### config.mk
export PLATFORM = sky130hd
export DESIGN_NAME = i2c_addr_slave_rx
export DESIGN_NICKNAME = d
export VERILOG_FILES = /design/src/rtl/i2c_slv_pkg.sv /design/src/rtl/i2c_line_sync.sv /design/src/rtl/i2c_bus_cond.sv /design/src/rtl/i2c_rx_fsm.sv /design/src/rtl/i2c_slv_regs.sv /design/src/rtl/i2c_addr_slave_rx.sv
export SDC_FILE = /design/constraint.sdc
export NUM_CORES = 1
export LEC_CHECK = 0
export ABC_AREA = 1
export BUFFER_PORTS_ARGS = -buffer_cell sky130_fd_sc_hd__buf_2
export CORE_AREA = 2 2 74 76
export DETAILED_ROUTE_END_ITERATION = 8
export DIE_AREA = 0 0 76 78
export GPL_TIMING_DRIVEN = 0
export PLACE_DENSITY = 0.77
export SLEW_MARGIN = 20
export SYNTH_ARGS = -nofsm -noshare
export SYNTH_HDL_FRONTEND = slang
export SYNTH_SLANG_ARGS = --single-unit
### constraint.sdc
create_clock -name clk -period 1.4 [get_ports clk]
set_clock_uncertainty 0.05 [all_clocks]
set_input_delay 0.07 -clock clk [delete_from_list [all_inputs] [get_ports clk]]
set_output_delay 0.07 -clock clk [all_outputs]
set_load 0.1 [all_outputs]
### src/rtl/i2c_slv_pkg.sv
package i2c_slv_pkg;
  localparam int BYTE_W   = 8;
  localparam int REG_AW   = 2;
  localparam int IDX_CTRL = 0;
  localparam int IDX_OWN  = 1;
  localparam int IDX_DATA = 2;
  // control register bit positions (software visible)
  localparam int CTL_EN   = 0;
  localparam int CTL_ACK  = 1;
  localparam int CTL_DONE = 7;

  typedef enum logic [2:0] {
    ST_IDLE,
    ST_ADDR,
    ST_ADDR_ACK,
    ST_DATA,
    ST_DATA_ACK
  } rx_state_t;
endpackage

### src/rtl/i2c_line_sync.sv
module i2c_line_sync #(
  parameter int W      = 2,
  parameter int STAGES = 2
) (
  input  logic         clk,
  input  logic         rst,
  input  logic [W-1:0] d,
  output logic [W-1:0] q
);
  logic [W-1:0] chain [STAGES];

  for (genvar s = 0; s < STAGES; s++) begin : g_stage
    if (s == 0) begin : g_first
      always_ff @(posedge clk) begin
        if (rst) chain[0] <= '1;
        else     chain[0] <= d;
      end
    end else begin : g_next
      always_ff @(posedge clk) begin
        if (rst) chain[s] <= '1;
        else     chain[s] <= chain[s-1];
      end
    end
  end

  assign q = chain[STAGES-1];
endmodule

### src/rtl/i2c_bus_cond.sv
module i2c_bus_cond (
  input  logic clk,
  input  logic rst,
  input  logic scl_s,
  input  logic sda_s,
  output logic start_p,
  output logic stop_p,
  output logic scl_rise,
  output logic scl_fall
);
  logic scl_d, sda_d;

  always_ff @(posedge clk) begin
    if (rst) begin
      scl_d    <= 1'b1;
      sda_d    <= 1'b1;
      start_p  <= 1'b0;
      stop_p   <= 1'b0;
      scl_rise <= 1'b0;
      scl_fall <= 1'b0;
    end else begin
      scl_d    <= scl_s;
      sda_d    <= sda_s;
      start_p  <= scl_s && scl_d && sda_d && !sda_s;
      stop_p   <= scl_s && scl_d && !sda_d && sda_s;
      scl_rise <= scl_s && !scl_d;
      scl_fall <= !scl_s && scl_d;
    end
  end
endmodule

### src/rtl/i2c_rx_fsm.sv
module i2c_rx_fsm
  import i2c_slv_pkg::*;
#(
  parameter int DW = BYTE_W
) (
  input  logic          clk,
  input  logic          rst,
  input  logic          en,
  input  logic          ack_en,
  input  logic          gc_en,
  input  logic [DW-2:0] own_addr,
  input  logic          start_p,
  input  logic          stop_p,
  input  logic          scl_rise,
  input  logic          scl_fall,
  input  logic          sda_s,
  output logic          sda_oe,
  output logic          addr_evt,
  output logic          data_evt,
  output logic [DW-1:0] rx_byte
);
  localparam int CW = $clog2(DW + 2);
  localparam logic [CW-1:0] CNT_BYTE = CW'(DW);
  localparam logic [CW-1:0] CNT_ACK  = CW'(DW + 1);

  rx_state_t     state;
  logic [CW-1:0] cnt;
  logic [DW-1:0] sh;
  logic          own_hit, gc_hit, addr_ok;

  always_comb begin
    own_hit = (sh[DW-1:1] == own_addr) && (own_addr != '0);
    gc_hit  = (sh[DW-1:1] == '0) && gc_en;
    addr_ok = ack_en && !sh[0] && (own_hit || gc_hit);
  end

  always_ff @(posedge clk) begin
    if (rst || !en) begin
      state    <= ST_IDLE;
      cnt      <= '0;
      sh       <= '0;
      sda_oe   <= 1'b0;
      addr_evt <= 1'b0;
      data_evt <= 1'b0;
      rx_byte  <= '0;
    end else begin
      addr_evt <= 1'b0;
      data_evt <= 1'b0;
      if (start_p) begin
        state  <= ST_ADDR;
        cnt    <= '0;
        sda_oe <= 1'b0;
      end else if (stop_p) begin
        state  <= ST_IDLE;
        sda_oe <= 1'b0;
      end else begin
        unique case (state)
          ST_ADDR, ST_DATA: begin
            if (scl_rise && cnt < CNT_BYTE) begin
              sh  <= {sh[DW-2:0], sda_s};
              cnt <= cnt + 1'b1;
            end else if (scl_fall && cnt == CNT_BYTE) begin
              if (state == ST_ADDR) begin
                sda_oe <= addr_ok;
                state  <= addr_ok ? ST_ADDR_ACK : ST_IDLE;
              end else begin
                rx_byte <= sh;
                sda_oe  <= ack_en;
                state   <= ST_DATA_ACK;
              end
            end
          end
          ST_ADDR_ACK, ST_DATA_ACK: begin
            if (scl_rise) begin
              cnt <= CNT_ACK;
            end else if (scl_fall && cnt == CNT_ACK) begin
              sda_oe <= 1'b0;
              cnt    <= '0;
              if (state == ST_ADDR_ACK) begin
                addr_evt <= 1'b1;
                state    <= ST_DATA;
              end else begin
                data_evt <= 1'b1;
                state    <= sda_oe ? ST_DATA : ST_IDLE;
              end
            end
          end
          default: state <= ST_IDLE;
        endcase
      end
    end
  end
endmodule

### src/rtl/i2c_slv_regs.sv
module i2c_slv_regs
  import i2c_slv_pkg::*;
#(
  parameter int AW = REG_AW,
  parameter int DW = BYTE_W
) (
  input  logic          clk,
  input  logic          rst,
  input  logic          reg_wr,
  input  logic [AW-1:0] reg_addr,
  input  logic [DW-1:0] reg_wdata,
  output logic [DW-1:0] reg_rdata,
  input  logic          addr_evt,
  input  logic          data_evt,
  input  logic [DW-1:0] rx_byte,
  output logic          en_q,
  output logic          ack_en_q,
  output logic          gc_en_q,
  output logic [DW-2:0] own_q,
  output logic          done_q
);
  logic [DW-1:0] data_q;
  logic [DW-1:0] ctrl_view;
  logic          wr_ctrl, wr_own;

  always_comb begin
    wr_ctrl   = reg_wr && (reg_addr == AW'(IDX_CTRL));
    wr_own    = reg_wr && (reg_addr == AW'(IDX_OWN));
    ctrl_view = '0;
    ctrl_view[CTL_EN]   = en_q;
    ctrl_view[CTL_ACK]  = ack_en_q;
    ctrl_view[CTL_DONE] = done_q;
  end

  always_ff @(posedge clk) begin
    if (rst) begin
      en_q     <= 1'b0;
      ack_en_q <= 1'b0;
      gc_en_q  <= 1'b0;
      own_q    <= '0;
      done_q   <= 1'b0;
      data_q   <= '0;
    end else begin
      if (wr_ctrl) begin
        en_q     <= reg_wdata[CTL_EN];
        ack_en_q <= reg_wdata[CTL_ACK];
        if (reg_wdata[CTL_DONE]) done_q <= 1'b0;
      end
      if (wr_own) begin
        own_q   <= reg_wdata[DW-1:1];
        gc_en_q <= reg_wdata[0];
      end
      if (addr_evt || data_evt) done_q <= 1'b1;
      if (data_evt) data_q <= rx_byte;
    end
  end

  always_ff @(posedge clk) begin
    if (rst) reg_rdata <= '0;
    else begin
      case (reg_addr)
        AW'(IDX_CTRL): reg_rdata <= ctrl_view;
        AW'(IDX_OWN):  reg_rdata <= {own_q, gc_en_q};
        AW'(IDX_DATA): reg_rdata <= data_q;
        default:       reg_rdata <= '0;
      endcase
    end
  end
endmodule

### src/rtl/i2c_addr_slave_rx.sv
module i2c_addr_slave_rx
  import i2c_slv_pkg::*;
#(
  parameter int AW          = REG_AW,
  parameter int DW          = BYTE_W,
  parameter int SYNC_STAGES = 2
) (
  input  logic          clk,
  input  logic          rst,
  input  logic          scl_i,
  input  logic          sda_i,
  output logic          scl_oe,
  output logic          sda_oe,
  input  logic          reg_wr,
  input  logic [AW-1:0] reg_addr,
  input  logic [DW-1:0] reg_wdata,
  output logic [DW-1:0] reg_rdata
);
  logic [1:0]    lines_s;
  logic          start_p, stop_p, scl_rise, scl_fall;
  logic          en_q, ack_en_q, gc_en_q, done_q;
  logic [DW-2:0] own_q;
  logic          addr_evt, data_evt;
  logic [DW-1:0] rx_byte;

  i2c_line_sync #(.W(2), .STAGES(SYNC_STAGES)) u_sync (
    .clk (clk),
    .rst (rst),
    .d   ({scl_i, sda_i}),
    .q   (lines_s)
  );

  i2c_bus_cond u_cond (
    .clk      (clk),
    .rst      (rst),
    .scl_s    (lines_s[1]),
    .sda_s    (lines_s[0]),
    .start_p  (start_p),
    .stop_p   (stop_p),
    .scl_rise (scl_rise),
    .scl_fall (scl_fall)
  );

  i2c_rx_fsm #(.DW(DW)) u_fsm (
    .clk      (clk),
    .rst      (rst),
    .en       (en_q),
    .ack_en   (ack_en_q),
    .gc_en    (gc_en_q),
    .own_addr (own_q),
    .start_p  (start_p),
    .stop_p   (stop_p),
    .scl_rise (scl_rise),
    .scl_fall (scl_fall),
    .sda_s    (lines_s[0]),
    .sda_oe   (sda_oe),
    .addr_evt (addr_evt),
    .data_evt (data_evt),
    .rx_byte  (rx_byte)
  );

  i2c_slv_regs #(.AW(AW), .DW(DW)) u_regs (
    .clk       (clk),
    .rst       (rst),
    .reg_wr    (reg_wr),
    .reg_addr  (reg_addr),
    .reg_wdata (reg_wdata),
    .reg_rdata (reg_rdata),
    .addr_evt  (addr_evt),
    .data_evt  (data_evt),
    .rx_byte   (rx_byte),
    .en_q      (en_q),
    .ack_en_q  (ack_en_q),
    .gc_en_q   (gc_en_q),
    .own_q     (own_q),
    .done_q    (done_q)
  );

  // the done flag register drives the clock-stretch pull-down directly
  assign scl_oe = done_q;
endmodule

==> reports/metrics.csv, run 1 <==
metric;value;unit
layout_worst_path_cycle_share;100.7;%
dieArea;5928;sq um
synth_cell_types;32;
cts_made_buffers;9;
die_w;76;um
htreeDepth;3;
worst_slew_pin_slew;0.5678;ns
layout_common_cells;71 x nand2_1, 49 x dfxtp_1, 35 x a21oi_1, 35 x nor2_1, 32 x inv_1;
setup_ws;-0.009985;ns
crit_fanout;6;
insertedDiodeCount;0;
cts_tree;built;
hold_viol_final;0;
relSlewSlack;62.15;%
postRouteAntennaNets;0;
worst_setup_path_start_kind;flop;
syn_to_final_growth;30.81;%
synth_edf_count;0;
hpwl;4081;um
synth_compound_area_share;14.74;%
power;3.670;mW
fmax;709.2;MHz
path_class;reg2reg;
crit_path_cell_trace;inv_2 > nand2_1 > a21oi_1 > nand3_4 > a211oi_1 > nor2_1;
grt_pass1_wl;10110;um
drt-total-wl;6230;um
drcViolationCount;0;
run_status;complete, but fails checks;
rows;26;
start_util;51.86;%
crit_arrival;1.59;ns
fin_tns_setup;-0.01110;ns
ioPinCount;25;
avgSynthCellArea;7.450;sq um
root_buffer;clkbuf_8;
min_period;1.410;ns
dp_cells;445;
grt_overflow_total;0;
ir_worst_vdd;1.006;mV
setup_violations;2;
maxSlewViolCount;0;
synth.yosys.seq_area_share;48.23;%
ys_seq_elements;63;
layout_commonest_cell;nand2_1;
io_buffers;24;
failed_checks;setup timing;
hold_class;in2reg;
cts.clk_slew.worst_paths;0.07;ns
drtPass1Iterations;4;
via_count;2436;
yosys_warnings;0;
critPathRequiredTime;1.58;ns
async_reset_ff_share;0;%
synth_top_family_by_area;simple AND/OR/NAND/NOR gates;
max-cap-violations;0;
wl_per_cell;12.77;um
clock_latency;0.34;ns
cp-end-kind;flop;
synthMuxAreaShare;0;%
synth-xor-area-share;1.005;%
syn_nets;369;
post-place-ws;-0.1607;ns
grt_usage;21.46;%
synth_area;2615;sq um
synthAdderAreaFrac;1.435;%
nNetsFinal;431;
powerDensity;1073;nW/um^2
grt_pass1_vias;2265;
drtIter0Drc;126;
syn-instance-count;351;
synth-simple-area-share;26.41;%
stdcell_count;488;
antenna_found_initial;0;
grt_max_degree;12;
critPathMaxStageDelay;0.37;ns
design.core.area;5042;sq um
clockBufferDepth;2;
slowest_stage;dfxtp_4;
via_per_inst;4.992;
drive_above_1_share;28.47;%
cts_sinks;63;
rsz0062_at_grt;yes;
p_leak;1.471;nW
die_h;78;um
gp_congestion;0.8457;
synth_ff_type;dfxtp_1;
## cells in the mapped netlist (2+ instances only)
| library cell | instances | share of area, % |
|---|---|---|
| or2_2 | 4 | 0.96 |
| nand4_1 | 3 | 0.72 |
| a21oi_1 | 35 | 6.7 |
| nor4_1 | 2 | 0.48 |
| buf_1 | 2 | 0.29 |
| nand2_2 | 7 | 1.7 |
| nand3_1 | 13 | 2.5 |
| o21ai_0 | 30 | 5.7 |
| inv_2 | 9 | 1.3 |
| ha_1 | 3 | 1.4 |
| nand2_1 | 71 | 10 |
| clkbuf_1 | 5 | 0.72 |
| nor3_1 | 4 | 0.77 |
| dfxtp_1 | 63 | 48 |
| nor2_1 | 41 | 5.9 |
| nor3_2 | 2 | 0.77 |
| inv_1 | 38 | 5.5 |
| xnor2_1 | 2 | 0.67 |
| nor2_2 | 2 | 0.48 |
| o21ai_1 | 3 | 0.57 |
## repair_timing
item | 4_1_cts | 5_1_grt
pin swaps | 6 | 9
hold endpoints to repair | 13 | 0
setup buffers | 7 | 5
hold buffers | 14 | 0
gates resized for setup | 19 | 46
gates cloned | 0 | 1
endpoints found under the setup margin | 19 | 23
## routing by layer
| metal | share of wire, % | track usage, % | vias to the layer above |
|---|---|---|---|
| met5 | 0 | 0 | - |
| met4 | 1.1 | 8.727 | 0 |
| met3 | 4.1 | 5.930 | 5 |
| met2 | 50 | 36.43 | 55 |
| met1 | 45 | 25.78 | 1130 |
| li1 | - | - | 1246 |
## worst paths after layout
check | start | to | slack (ns) | cells after the start
max | u_fsm.cnt[3] | u_fsm.cnt[0] | -0.01 | 6
min | reg_wr | u_regs.own_q[3] | 0.002 | 3
max reg2reg | u_fsm.cnt[3] | u_fsm.cnt[0] | -0.01 | 6
min reg2reg | u_sync.chain[0][1] | u_sync.chain[1][1] | 0.36 | 1
## power by group
group          internal, mW  switching [mW]
logic                0.0866           0.127
clock network         0.915           0.709
registers              1.81          0.0217
total                  2.81           0.858
## cells by family after synthesis
kind of cell,after synthesis
buf+inv,55
simple gates,153
fa+ha+maj,3
flops,63
xor+xnor,3
compound gates,74
## metrics by stage
stage | utilization [%] | hold slack [ns] | cell area (sq um)
2_1_floorplan | - | 0.09908 | 2616
6_report | 67.84 | 0.001930 | 3421
5_1_grt | 67.84 | 0.009991 | 3421
4_1_cts | 64.54 | 0.002188 | 3254
3_3_place_gp | 56.01 | 0.2037 | 2824
3_5_place_dp | 56.01 | 0.2074 | 2824
## critical path: cells and delay by family, from the launching register on
| kind | cells | cell delay, ns |
|---|---|---|
| flip-flops | 1 | 0.37 |
| buffers and inverters | 1 | 0.07 |
| AND/OR/NAND/NOR | 3 | 0.34 |
| AO/OA/AOI/OAI | 2 | 0.48 |
## sequential cells by signal (all words and copies together) (netlist names), 3 cells and up
signal,flops
u_regs.reg_rdata,8
u_fsm.sh,8
u_fsm.state,3
u_sync.chain,4
u_fsm.rx_byte,8
u_fsm.cnt,4
u_regs.data_q,8
u_regs.own_q,7
## final cells by class
cell class,count,area (sq um)
fill,419,1622
tap,70,87.58
clock inverter,5,56.30
clock buffer,11,151.4
multi-input combinational,233,1241
sequential,63,1291
inverter,47,188.9
buffer,8,42.54
timing repair buffer,51,361.6
Note: power is estimated with default switching activity, not from simulation.
==> run 2, diff against run 1 <==
--- a/config.mk
+++ b/config.mk
@@ -8,8 +8,8 @@
 export ABC_AREA = 1
-export BUFFER_PORTS_ARGS = -buffer_cell sky130_fd_sc_hd__buf_2
-export CORE_AREA = 2 2 74 76
+export CORE_AREA = 2 2 72 74
 export DETAILED_ROUTE_END_ITERATION = 8
-export DIE_AREA = 0 0 76 78
+export DIE_AREA = 0 0 74 76
+export DONT_BUFFER_PORTS = 1
 export GPL_TIMING_DRIVEN = 0
-export PLACE_DENSITY = 0.77
+export PLACE_DENSITY = 0.76
 export SLEW_MARGIN = 20
==> constraint.sdc (replaced) <==
create_clock -name clk -period 1.4 [get_ports clk]
set_clock_uncertainty 0.05 [all_clocks]
set_input_delay 0.14 -clock clk [delete_from_list [all_inputs] [get_ports clk]]
set_output_delay 0.14 -clock clk [all_outputs]
set_load 0.1 [all_outputs]
==> run 2 against run 1 <==
- the flow still finishes with violations (setup timing)
- power is 3.6% higher
- largest power group unchanged
- final cell count is 4.3% lower
- clock power is 9% higher
- largest cell class unchanged
- fmax is 3.6% lower
- non-clock buffer count is 20 lower
- sequential power hardly changed
- sequential share of layout area is 1.2 points higher
==> reports/metrics.csv, run 2 (synthesized netlist as in run 1, its figures left out) <==
metric;value;unit
grt_usage;24.53;%
worst_slew_pin_slew;0.5465;ns
fmax;684.0;MHz
failed_checks;setup timing;
run_status;complete, but fails checks;
max-cap-violations;0;
via_count;2476;
die_h;76;um
postRouteAntennaNets;0;
layout_commonest_cell;nand2_1;
syn_to_final_growth;26.94;%
clock_latency;0.34;ns
antenna_found_initial;0;
cp-end-kind;flop;
ir_worst_vdd;0.5779;mV
htreeDepth;3;
maxSlewViolCount;0;
cts_sinks;63;
reg2reg_slack;-0.06;ns
nNetsFinal;411;
cts_made_buffers;9;
hold_class;in2reg;
setup_ws;-0.06190;ns
layout_common_cells;69 x nand2_1, 44 x dfxtp_1, 39 x nor2_1, 33 x a21oi_1, 32 x inv_1;
drt-total-wl;6519;um
min_period;1.462;ns
placed_cell_area;2704;sq um
crit_fanout;5;
start_util;53.23;%
clockBufferDepth;2;
drtPass1Iterations;4;
path_class;reg2reg;
io_buffers;0;
setup_violations;10;
whs;0.05016;ns
drive_above_1_share;24.94;%
dieArea;5624;sq um
crit_arrival;1.63;ns
cts.clk_slew.worst_paths;0.07;ns
finalInstanceArea;3319;sq um
worst_setup_path_start_kind;flop;
die_w;74;um
rows;26;
wl_per_cell;13.96;um
gp_congestion;0.8507;
grt_max_degree;12;
insertedDiodeCount;0;
root_buffer;clkbuf_8;
grt_pass1_vias;2341;
hold_viol_final;0;
layout_worst_path_cycle_share;104.4;%
drtIter0Drc;263;
drcViolationCount;0;
cts_tree;built;
ioPinCount;25;
grt_overflow_total;0;
grt_pass1_wl;10630;um
rsz0062_at_grt;yes;
hpwl;4064;um
p_leak;1.365;nW
critPathRequiredTime;1.57;ns
relSlewSlack;63.57;%
fin_tns_setup;-0.2028;ns
powerDensity;1145;nW/um^2
via_per_inst;5.302;
design.core.area;4912;sq um
run 2: cell types whose count changed in the layout (fill, tap and decap cells not counted), sizes merged:
| cell | previous run | this run |
|---|---|---|
| clkbuf | 17 | 16 |
| clkinv | 3 | 0 |
| buf | 39 | 15 |
| clkinvlp | 1 | 3 |
| bufinv | 1 | 2 |
| dlygate4sd3 | 14 | 18 |
run 2: layer usage:
layer | wire (um) | GRT usage (%) | vias up
li1 | - | - | 1208
met1 | 2789 | 32.38 | 1154
met2 | 3198 | 36.96 | 99
met4 | 140 | 10.55 | 0
met5 | 0 | 0 | -
met3 | 390 | 7.143 | 15
run 2: what timing repair did:
item                       4_1_cts  5_1_grt
gates resized for setup         31       30
gates cloned                     0        1
pin swaps                        9       10
hold buffers                    18        0
hold endpoints to repair        18        0
setup endpoints to repair       28       31
buffers inserted                13        1
run 2: path summary, 6_finish.rpt:
path,startpoint,to,depth (start not counted)
worst max-delay path,u_fsm.cnt[0],u_fsm.rx_byte[3],9
worst min-delay path,reg_wr,u_regs.en_q,3
worst max register to register,u_fsm.cnt[0],u_fsm.rx_byte[3],9
worst min register to register,u_cond.sda_d,u_cond.stop_p,1
run 2: power by group:
part / total (mW) / switching [mW] / internal [mW]
registers: 1.85 / 0.0415 / 1.81
logic: 0.177 / 0.102 / 0.0756
clock network: 1.77 / 0.728 / 1.04
run 2: critical path, stage by stage (launching register included):
cell,delay [ns]
dfxtp_4,0.39
inv_4,0.04
ha_1,0.18
nand4_1,0.13
inv_1,0.07
nand2_2,0.10
inv_2,0.06
buf_6,0.12
o21ai_1,0.14
a21oi_1,0.06
run 2: area by class of cell:
class | count | area [sq um]
fillers | 359 | 1593
flip-flops and latches | 63 | 1292
multi-input cells | 233 | 1207
repair buffers | 31 | 285.3
inverters | 47 | 183.9
clock buffers | 10 | 137.6
well taps | 70 | 87.58
clock inverters | 5 | 82.58
plain buffers | 8 | 42.54
run 2: metrics by stage:
step,std cells,utilization (%),total power [mW],setup slack [ns]
2_1_floorplan,351,-,1.995,0.002418
3_3_place_gp,421,55.04,2.027,-0.1369
3_5_place_dp,421,55.04,2.029,-0.1721
4_1_cts,467,66.28,3.781,-0.01630
5_1_grt,467,67.58,3.929,-0.1505
6_report,467,67.58,3.801,-0.06190
==> run 3, diff against run 2 <==
CORE_AREA = 2 2 68 70   (was 2 2 72 74)
DIE_AREA = 0 0 70 72   (was 0 0 74 76)
PLACE_DENSITY = 0.81   (was 0.76)
clock period = 1.9 ns   (was 1.4 ns; I/O delays follow)
==> run 3 against run 2 <==
- the flow now finishes without violations
- combinational power shrank 35%
- via count shrank 11%
- fmax shrank 11%
- first-iteration DRC count shrank 57%
- clock-buffer cell count grew 3
- wire length shrank 15%
- critical path type unchanged
==> reports/metrics.csv, run 3 (synthesized netlist as in run 1, its figures left out) <==
metric;value;unit
max-cap-violations;0;
drcViolationCount;0;
path_class;reg2reg;
grt_overflow_total;0;
grt_max_degree;11;
hp-start;reg_wdata[6];
via_per_inst;5.102;
drt-total-wl;5510;um
min_to;u_regs.own_q[5];
cts_made_buffers;9;
stdcell_count;431;
relSlewSlack;32.58;%
cts_tree;built;
critPathRequiredTime;2.13;ns
clockBufferDepth;2;
syn_to_final_growth;15.65;%
p_leak;1.263;nW
min_period;1.640;ns
drive_above_1_share;11.61;%
layout_worst_path_cycle_share;86.32;%
fmax;609.7;MHz
crit_arrival;1.87;ns
ir_worst_vdd;0.6192;mV
io_buffers;0;
layout_common_cells;71 x nand2_1, 63 x dfxtp_1, 41 x nor2_1, 38 x inv_1, 35 x a21oi_1;
powerDensity;917.5;nW/um^2
rsz0062_at_grt;no;
postCtsSetupBuffers;0;
maxSlewViolCount;0;
die_h;72;um
root_buffer;clkbuf_8;
via_count;2199;
grt_pass1_vias;2077;
layout_commonest_cell;nand2_1;
hold_depth;2;
run_status;complete, no violations;
cp-end-kind;flop;
clock_latency;0.33;ns
grt_pass1_wl;9528;um
ioPinCount;25;
crit_fanout;3;
nNetsFinal;392;
r2r-start;u_fsm.sda_oe;
cts.clk_slew.worst_paths;0.07;ns
grt_usage;24.30;%
post-place-ws;0.2718;ns
postRouteAntennaNets;0;
hold_viol_final;0;
r2r_end;u_fsm.state[0];
fin_tns_setup;0;ns
hpwl;4033;um
cts_sinks;63;
hold_class;in2reg;
die_w;70;um
worst_slew_pin_slew;1.010;ns
rows;24;
insertedDiodeCount;0;
reg2reg_slack;0.26;ns
wl_per_cell;12.78;um
r2r_cells;7;
dieArea;5040;sq um
worst_setup_path_start_kind;flop;
setup_ws;0.2599;ns
setup_violations;0;
drtPass1Iterations;5;
drtIter0Drc;114;
start_util;61.33;%
design.core.area;4264;sq um
antenna_found_initial;0;
dp_cells;403;
gp_congestion;0.8714;
htreeDepth;3;
run 3: timing repair:
item / 4_1_cts / 5_1_grt
hold buffers: 12 / 0
gates resized for setup: 0 / 0
endpoints found under the hold margin: 12 / 0
run 3: worst max-delay path by stage:
stage | from | to | slack (ns) | cells past startpoint
floorplan | u_fsm.sda_oe | u_fsm.state[0] | 0.34 | 7
global placement | u_fsm.sda_oe | u_fsm.state[0] | 0.28 | 7
detailed placement | u_fsm.sda_oe | u_fsm.state[0] | 0.27 | 7
CTS | u_fsm.sda_oe | u_fsm.state[0] | 0.25 | 7
global route | u_fsm.cnt[0] | u_fsm.rx_byte[7] | 0.13 | 9
finish | u_fsm.sda_oe | u_fsm.state[0] | 0.26 | 7
run 3: layout make-up:
class | count | area [sq um]
buffer | 8 | 37.54
clock buffer | 13 | 158.9
clock inverter | 3 | 65.06
fill | 348 | 1240
inverter | 47 | 176.4
multi-input combinational | 233 | 1140
sequential | 63 | 1261
tap | 52 | 65.06
timing repair buffer | 12 | 120.1
run 3: layer usage:
| layer | GRT usage [%] | vias to the layer above | routed length (um) |
|---|---|---|---|
| met5 | 0 | - | 0 |
| met4 | 7.906 | 0 | 57 |
| met3 | 7.222 | 6 | 360 |
| met2 | 40.00 | 62 | 2604 |
| met1 | 30.97 | 964 | 2488 |
| li1 | - | 1167 | - |
run 3: critical path, cell delays in order, from the launching register on:
cell	delay [ns]
dfxtp_1	0.98
o21a_1	0.23
inv_1	0.05
nand2_1	0.06
nand3_1	0.06
nand2_1	0.06
nand2_1	0.04
inv_1	0.05
run 3: stage by stage:
step	cell area [sq um]	utilization, %	hold slack, ns	total power [mW]
2_1_floorplan	2615	-	0.2191	1.470
3_3_place_gp	2680	62.85	0.2245	1.493
3_5_place_dp	2680	62.85	0.2256	1.495
4_1_cts	3024	70.92	0.005426	2.792
5_1_grt	3024	70.92	0.02262	2.878
6_report	3024	70.92	0.01279	2.775
run 3: where the power goes:
| part | leakage [nW] | internal [mW] | switching, mW |
|---|---|---|---|
| combinational | 0.639 | 0.0470 | 0.0679 |
| sequential | 0.510 | 1.34 | 0.0292 |
| clock | 0.114 | 0.809 | 0.480 |
